--- src/rtl/twist_ring_pkg.sv ---
package twist_ring_pkg;

   typedef enum logic {
      FB_RING  = 1'b0,
      FB_TWIST = 1'b1
   } fb_mode_e;

   typedef enum logic [1:0] {
      ACT_SHIFT = 2'd0,
      ACT_LOAD  = 2'd1
   } stage_act_e;

endpackage

--- src/rtl/twist_ring_feedback.sv ---
module twist_ring_feedback
   import twist_ring_pkg::*;
(
   input  fb_mode_e mode,
   input  logic     tail_bit,
   output logic     head_bit
);

   always_comb begin
      unique case (mode)
         FB_TWIST: head_bit = ~tail_bit;
         default:  head_bit = tail_bit;
      endcase
   end

endmodule

--- src/rtl/twist_ring_stage.sv ---
module twist_ring_stage
   import twist_ring_pkg::*;
(
   input  logic       clk,
   input  logic       clr_n,
   input  stage_act_e act,
   input  logic       load_bit,
   input  logic       shift_bit,
   output logic       q
);

   logic d_next;

   always_comb begin
      unique case (act)
         ACT_LOAD: d_next = load_bit;
         default:  d_next = shift_bit;
      endcase
   end

   always_ff @(posedge clk or negedge clr_n) begin
      if (!clr_n) q <= 1'b0;
      else        q <= d_next;
   end

endmodule

--- src/rtl/twist_ring_counter.sv ---
module twist_ring_counter
   import twist_ring_pkg::*;
#(
   parameter int STAGES = 4
) (
   input  logic              clk,
   input  logic              clr_n,
   input  logic              seed_ld,
   input  logic [STAGES-1:0] seed_val,
   input  logic              twist,
   output logic [STAGES-1:0] state
);

   localparam int TOP = STAGES - 1;

   if (STAGES < 2) begin : g_bad_stages
      $error("twist_ring_counter needs at least two stages");
   end

   fb_mode_e          mode;
   stage_act_e        act;
   logic              head_bit;
   logic [STAGES-1:0] shift_in;

   assign mode = fb_mode_e'(twist);
   assign act  = seed_ld ? ACT_LOAD : ACT_SHIFT;

   twist_ring_feedback u_fb (
      .mode     (mode),
      .tail_bit (state[0]),
      .head_bit (head_bit)
   );

   for (genvar i = 0; i < STAGES; i++) begin : g_stage
      if (i == TOP) begin : g_head
         assign shift_in[i] = head_bit;
      end else begin : g_body
         assign shift_in[i] = state[i+1];
      end

      twist_ring_stage u_stage (
         .clk       (clk),
         .clr_n     (clr_n),
         .act       (act),
         .load_bit  (seed_val[i]),
         .shift_bit (shift_in[i]),
         .q         (state[i])
      );
   end

endmodule

--- config.mk ---
export PLATFORM = sky130hd
export DESIGN_NAME = twist_ring_counter
export DESIGN_NICKNAME = d
export VERILOG_FILES = /design/src/rtl/twist_ring_pkg.sv /design/src/rtl/twist_ring_feedback.sv /design/src/rtl/twist_ring_stage.sv /design/src/rtl/twist_ring_counter.sv
export SDC_FILE = /design/constraint.sdc
export NUM_CORES = 1
export LEC_CHECK = 0
export BUFFER_PORTS_ARGS = -buffer_cell sky130_fd_sc_hd__buf_2
export CAP_MARGIN = 30
export CORE_AREA = 2 2 39 41
export DETAILED_ROUTE_END_ITERATION = 6
export DIE_AREA = 0 0 41 43
export SLEW_MARGIN = 30
export SYNTH_ARGS = -nofsm -noshare
export SYNTH_HDL_FRONTEND = slang
export SYNTH_SLANG_ARGS = --single-unit
--- constraint.sdc ---
create_clock -name clk -period 0.95 [get_ports clk]
set_input_delay 0.19 -clock clk [delete_from_list [all_inputs] [get_ports clk]]
set_output_delay 0.19 -clock clk [all_outputs]
set_load 0.005 [all_outputs]
==> reports/metrics.yaml, run 1 <==
ios: 12
synth_top_area_cell: "dfrtp_1"
via_per_inst: 3.214
yosysSeqAreaShare_pct: 55.17
cp_num_buf_inv: 1
final_max_slew_viol_count: 0
vdd_drop_max_mv: 0.2285
crit_family: "flip-flops"
dieWidth_um: 41
clk_latency_ns: 0.23
area_delta_synth_final_pct: 46.90
critical_path.max_stage_delay_ns: 0.37
finalClockSkew_ns: 0.001628
grt.total_usage_pct: 5.120
io_buffers: 11
avgSynthCellArea_um2: 12.96
grt_max_degree: 6
r2r_cells: 3
antenna_left: 0
core_um2: 1384
cp.required_ns: 0.76
finalPower_mw: 0.4751
dieHeight_um: 43
cts_tree: "built"
hold_depth: 3
max_freq_mhz: 1096
die_area_um2: 1763
yosysTopAreaCellShare_pct: 55.17
grt_pass1_vias: 128
path_depth: 1
whs_ns: 0.1704
drtIter0Drc: 0
synthCells: 14
clk_pin_slew_worst_paths_ns: 0.04
routed_wl_um: 397
setup_viol: 0
drive_gt1_share_pct: 69.23
synth_area_um2: 181.4
drtPass1Iterations: 1
via_count: 135
status: "finished, final reports clean"
end_kind: "primary output"
wl_per_cell_um: 9.452
largestRegisters: "g_stage.u_stage.q: 4 flops"
crit_type: "flip-flop to primary output"
worst_slack_ns: 0.03738
cts.sinks: 4
antenna_cells: 0
largest_register: "g_stage.u_stage.q"
critPathMaxFanout: 2
cap_violations: 0
fin_setup_tns_ns: 0
min_path_type: "primary input to flip-flop"
synth_cell_types: 6
hold_violations: 0
crit_chain: "buf_2"
crit_path_start_kind: "flip-flop"
fin_nets: 36
drc: 0
cts_root_buf: "clkbuf_4"
largest_reg_flops: 4
yosysWarnings: 0
rows: 14
initial_utilization_pct: 13.11
finalCriticalPeriod_ns: 0.9126
gp_congestion: 0.5327
synth_fp_nets: 22
pre_cts_slack_ns: 0.1558
synthTopCellsByArea: "dfrtp_1 55%, mux2_2 19%, buf_4 17%, xnor2_1 4.8%, o21ai_0 2.8%"
synth-seq-cells: 4
slew_headroom_pct: 91.58
clockBufferDepth: 2
p_leak_nw: 0.1312
cts_resized: 0
overflow: 0
antenna_found_initial: 0
numCtsBuffers: 3
worstMarginPinSlew_ns: 0.1249
p_per_area_nw_per_um2: 1783
period_share_pct: 96.07
fin_util_pct: 19.26
crit_path_top_delay_cell: "dfrtp_1"
worstPathArrival_ns: 0.72
grt_setup_unrepaired: "false"
grt_first_pass_wirelength_um: 476
htree_levels: 1
## power by group
part	internal, mW	leakage, nW	switching (mW)
clock network	0.141	0.0138	0.0627
registers	0.190	0.0472	0.00774
logic	0.0467	0.0702	0.0275
## final timing paths
| path | start | end | slack, ns |
|---|---|---|---|
| hold / removal | seed_val[3] | g_stage[3].u_stage.q | 0.17 |
| hold reg to reg | g_stage[1].u_stage.q | g_stage[0].u_stage.q | 0.50 |
| max in group asynchronous | clr_n | g_stage[1].u_stage.q | 0.54 |
| setup reg to reg | g_stage[0].u_stage.q | g_stage[3].u_stage.q | 0.13 |
| setup / recovery | g_stage[3].u_stage.q | state[3] | 0.04 |
| min in group asynchronous | clr_n | g_stage[3].u_stage.q | 0.29 |
## layout make-up
type	instances	area, um^2
fill	154	1117
sequential	4	100.1
timing repair buffer	13	72.57
multi-input combinational	6	51.30
clock buffer	3	22.52
tap	16	20.02
## metrics by stage
stage	cell area, um^2	std cells
floorplan	181.4	14
CTS	259.0	41
detailed placement	226.5	37
finish	266.5	42
global route	266.5	42
global placement	226.5	37
## worst register-to-register path, cell delays in order (launching register included)
cell and delay (ns):
dfrtp_1 0.36, buf_4 0.14, xnor2_1 0.11, o21ai_0 0.13
## synth_stat cells (all sizes together)
library cell	number
buf	4
mux2	3
o21ai	1
dfrtp	4
nand2	1
xnor2	1
## placed cells by master (no fill, tap or decap), drive strengths merged
master	count
mux2	3
nand2	1
buf	12
dlygate4sd3	1
clkbuf	3
dfrtp	4
xnor2	1
o21ai	1
## metal layers
layer | global-route usage, % | share of wire [%] | wire, um | vias to the layer above
met4 | 6.000 | 0 | 0 | 0
met5 | 0 | 0 | 0 | -
li1 | - | - | - | 67
met1 | 3.859 | 44 | 174 | 56
met3 | 7.330 | 18 | 73 | 0
met2 | 5.000 | 38 | 149 | 12
## repair_timing
item | 4_1_cts | 5_1_grt
setup endpoints to repair | 0 | 1
buffers inserted | 0 | 1
hold endpoints to repair | 4 | 0
hold buffers | 1 | 0
## logic make-up (layout without fill, tap and decap cells)
family | count (synthesis) | after routing | share of synthesized area, %
xor gates and xnor gates | 1 | 1 | 4.828
buffers and inverters | 4 | 16 | 16.55
AOI/OAI and AO/OA | 1 | 1 | 2.756
DFF | 4 | 4 | 55.17
muxes | 3 | 3 | 18.62
and+or+nand+nor | 1 | 1 | 2.067
Note: power is estimated with default switching activity, not from simulation.
==> inputs of run 2 (changes only) <==
--- a/config.mk
+++ b/config.mk
@@ -7,10 +7,15 @@
 export LEC_CHECK = 0
 export BUFFER_PORTS_ARGS = -buffer_cell sky130_fd_sc_hd__buf_2
 export CAP_MARGIN = 30
+export CELL_PAD_IN_SITES_DETAIL_PLACEMENT = 1
+export CELL_PAD_IN_SITES_GLOBAL_PLACEMENT = 2
 export CORE_AREA = 2 2 39 41
+export CTS_CLUSTER_SIZE = 24
 export DETAILED_ROUTE_END_ITERATION = 6
 export DIE_AREA = 0 0 41 43
+export PLACE_DENSITY_LB_ADDON = 0.1
 export SLEW_MARGIN = 30
 export SYNTH_ARGS = -nofsm -noshare
 export SYNTH_HDL_FRONTEND = slang
+export SYNTH_HIERARCHICAL = 1
 export SYNTH_SLANG_ARGS = --single-unit
==> run 2 against run 1 <==
Effect of this change: non-clock buffer count up 2; sequential power up 11%; die area unchanged; cell area up 38%; core utilization up 7.4 points; critical path depth unchanged; via count up 30%; combinational power up 140%.
==> reports/metrics.yaml, run 2 <==
grt.total_usage_pct: 6.727  # was 5.120%
status: "finished, final reports clean"  # unchanged
period_share_pct: 97.93  # was 96.07%
io_buffers: 11  # unchanged
p_switching_mw: 0.1494  # was 0.09789 mW
grt_util_met1_pct: 8.360  # was 3.859%
core_um2: 1384  # unchanged
routed_wl_um: 490  # was 397 um
antenna_found_initial: 0  # unchanged
final_max_slew_viol_count: 0  # unchanged
htree_levels: 1  # unchanged
pre_cts_slack_ns: 0.05406  # was 0.1558 ns
finalClockSkew_ns: 0.0003598  # was 0.001628 ns
pwr-share-comb_pct: 28.8  # was 15.6%
largest_register: "g_stage.u_stage/q"  # was g_stage.u_stage.q
largest_reg_flops: 4  # unchanged
cp_num_buf_inv: 1  # unchanged
synth_top_area_cell: "dfrtp_1"  # unchanged
vdd_drop_max_mv: 0.3818  # was 0.2285 mV
crit_family: "flip-flops"  # unchanged
numCtsBuffers: 3  # unchanged
wl_per_cell_um: 9.608  # was 9.452 um
min_path_type: "primary input to flip-flop"  # unchanged
worst_slack_ns: 0.01964  # was 0.03738 ns
synth_edf_count: 0  # unchanged
antenna_left: 0  # unchanged
crit_type: "flip-flop to primary output"  # unchanged
ys_top_cells_by_count: "4 x dfrtp_1, 4 x mux2_4, 4 x nor2b_4"  # was 4 x buf_4, 4 x dfrtp_1, 3 x mux2_2
clk_pin_slew_worst_paths_ns: 0.04  # about the same
finalCriticalPeriod_ns: 0.9304  # was 0.9126 ns
fillers: 167  # was 154
placed_area_um2: 314.1  # was 226.5 um^2
end_kind: "primary output"  # unchanged
dieWidth_um: 41  # unchanged
synth_ff_type: "dfrtp_1"  # unchanged
die_area_um2: 1763  # unchanged
crit_path_start_kind: "flip-flop"  # unchanged
cts.sinks: 4  # unchanged
hp-start: "seed_val[0]"  # was seed_val[3]
layout_commonest_cell: "buf_2"  # unchanged
overflow: 0  # unchanged
setup_viol: 0  # unchanged
clockPowerShare_pct: 35.7  # was 42.8%
synthCells: 14  # unchanged
initial_utilization_pct: 16.46  # was 13.11%
p_sw_share_pct: 24.18  # was 20.61%
grt_max_degree: 5  # was 6
gp_congestion: 0.5622  # was 0.5327
cts_tree: "built"  # unchanged
use_met2_pct: 7.187  # was 5.000%
largestRegisters: "g_stage.u_stage/q: 4 flops"  # was g_stage.u_stage.q: 4 flops
grt_first_pass_wirelength_um: 696  # was 476 um
grt-busiest-layer: "met1"  # was met3
cts_root_buf: "clkbuf_4"  # unchanged
ios: 12  # unchanged
via_per_inst: 3.451  # was 3.214
hold_violations: 0  # unchanged
rows: 14  # unchanged
p_leak_nw: 0.1985  # was 0.1312 nW
worstPathArrival_ns: 0.74  # was 0.72 ns
yosysWarnings: 6  # was 0
crit_path_top_delay_cell: "dfrtp_1"  # unchanged
rrSetupSlack_ns: 0.05  # was 0.13 ns
antenna_cells: 0  # unchanged
pwr-share-seq_pct: 35.5  # was 41.5%
synth_area_um2: 227.7  # was 181.4 um^2
r2r_cells: 2  # was 3
dieHeight_um: 43  # unchanged
synthTopCellsByArea: "dfrtp_1 44%, mux2_4 26%, nor2b_4 24%, xor2_1 3.8%, conb_1 1.6%"  # was dfrtp_1 55%, mux2_2 19%, buf_4 17%, xnor2_1 4.8%, o21ai_0 2.8%
timing.rr.end: "g_stage[3].u_stage/q"  # was g_stage[3].u_stage.q
clockBufferDepth: 2  # unchanged
final_cell_area_um2: 369.1  # was 266.5 um^2
drtPass1Iterations: 2  # was 1
fin_nets: 45  # was 36
synth_cell_types: 5  # was 6
use_met3_pct: 4.712  # was 7.330%
cap_violations: 0  # unchanged
fin_setup_tns_ns: 0  # unchanged
drive_gt1_share_pct: 71.43  # was 69.23%
avgSynthCellArea_um2: 16.27  # was 12.96 um^2
drtIter0Drc: 1  # was 0
yosysTopAreaCellShare_pct: 43.96  # was 55.17%
reg2reg_from: "g_stage[0].u_stage/q"  # was g_stage[0].u_stage.q
fin_util_pct: 26.67  # was 19.26%
most-common-layout-cells: "11 x buf_2, 4 x nor2b_4, 4 x conb_1, 4 x mux2_4, 4 x dfrtp_1"  # was 11 x buf_2, 4 x dfrtp_1, 3 x mux2_2, 3 x clkbuf_4
hold_depth: 2  # was 3
synthArstFlopShare_pct: 100.0  # unchanged
grt_setup_unrepaired: "true"  # was false
cts_resized: 0  # unchanged
drc: 0  # unchanged
hold_end: "g_stage[0].u_stage/q"  # was g_stage[3].u_stage.q
critical_path.max_stage_delay_ns: 0.37  # about the same
clk_latency_ns: 0.24  # was 0.23 ns
max_freq_mhz: 1075  # was 1096 MHz
synth-seq-cells: 4  # unchanged
critPathMaxFanout: 2  # unchanged
yosysSeqAreaShare_pct: 43.96  # was 55.17%
via_count: 176  # was 135
cp.required_ns: 0.76  # about the same
power.internal_mw: 0.4686  # was 0.3772 mW
p_per_area_nw_per_um2: 1675  # was 1783 nW/um^2
grt_pass1_vias: 176  # was 128
area_delta_synth_final_pct: 62.09  # was 46.90%
crit_chain: "buf_2"  # unchanged
[run 2: changes by cell type in the layout (fill, tap and decap cells not counted)]
cell	before	now
mux2_4	0	4
xor2_1	0	1
nand2_1	1	0
conb_1	0	4
buf_4	1	3
nor2b_4	0	4
mux2_2	3	0
o21ai_0	1	0
xnor2_1	1	0
[run 2: final cells by class]
class	count	area (um^2)	area share, %
repair buffers	15	87.58	23.73
flip-flops and latches	4	100.1	27.12
multi-input cells	13	138.9	37.63
well taps	16	20.02	5.424
clock buffers	3	22.52	6.102
[run 2: worst max path at each step]
stage	start	to	slack, ns	depth (start not counted)
2_1_floorplan	g_stage[0].u_stage/q	g_stage[3].u_stage/q	0.05	2
3_3_place_gp	g_stage[0].u_stage/q	g_stage[3].u_stage/q	0.05	2
3_5_place_dp	g_stage[0].u_stage/q	g_stage[3].u_stage/q	0.05	2
4_1_cts	g_stage[0].u_stage/q	state[0]	0.004	1
5_1_grt	g_stage[0].u_stage/q	state[0]	-0.02	1
6_report	g_stage[0].u_stage/q	state[0]	0.02	1
[run 2: timing repair]
item                                    4_1_cts  5_1_grt
hold buffers                                  1        0
endpoints found under the hold margin         4        0
gates cloned                                  0        0
pin swaps                                     0        0
endpoints found under the setup margin        1        3
buffers inserted                              1        2
[run 2: cell families (layout without fill, tap and decap cells)]
family / count (synthesis) / in the layout / synth area share [%]
and+or+nand+nor: 4 / 4 / 24.17
muxes: 4 / 4 / 26.37
DFF: 4 / 4 / 43.96
xor gates and xnor gates: 1 / 1 / 3.847
other: 1 / 4 / 1.647
buffers and inverters: 0 / 18 / 0
[run 2: power groups by stage]
stage / Sequential [mW] / Combinational (mW) / Clock, mW
2_1_floorplan: 0.226 / 0.0779 / 0
3_3_place_gp: 0.226 / 0.139 / 0
3_5_place_dp: 0.225 / 0.140 / 0
4_1_cts: 0.221 / 0.159 / 0.236
5_1_grt: 0.223 / 0.194 / 0.243
6_report: 0.219 / 0.178 / 0.221
[run 2: metrics by stage]
stage                     power (mW)  hold slack, ns  cells
after CTS                     0.6155          0.1757     49
after global routing          0.6598          0.1754     51
after floorplan               0.3041         -0.1056     17
final                         0.6181          0.1865     51
after detailed placement      0.3647         0.01043     44
after global placement        0.3650        0.003411     44
[run 2: routing by layer]
layer | routed length [um] | up-vias
met2 | 214 | 9
met4 | 0 | 0
met1 | 221 | 83
li1 | - | 84
met3 | 55 | 0
met5 | 0 | -
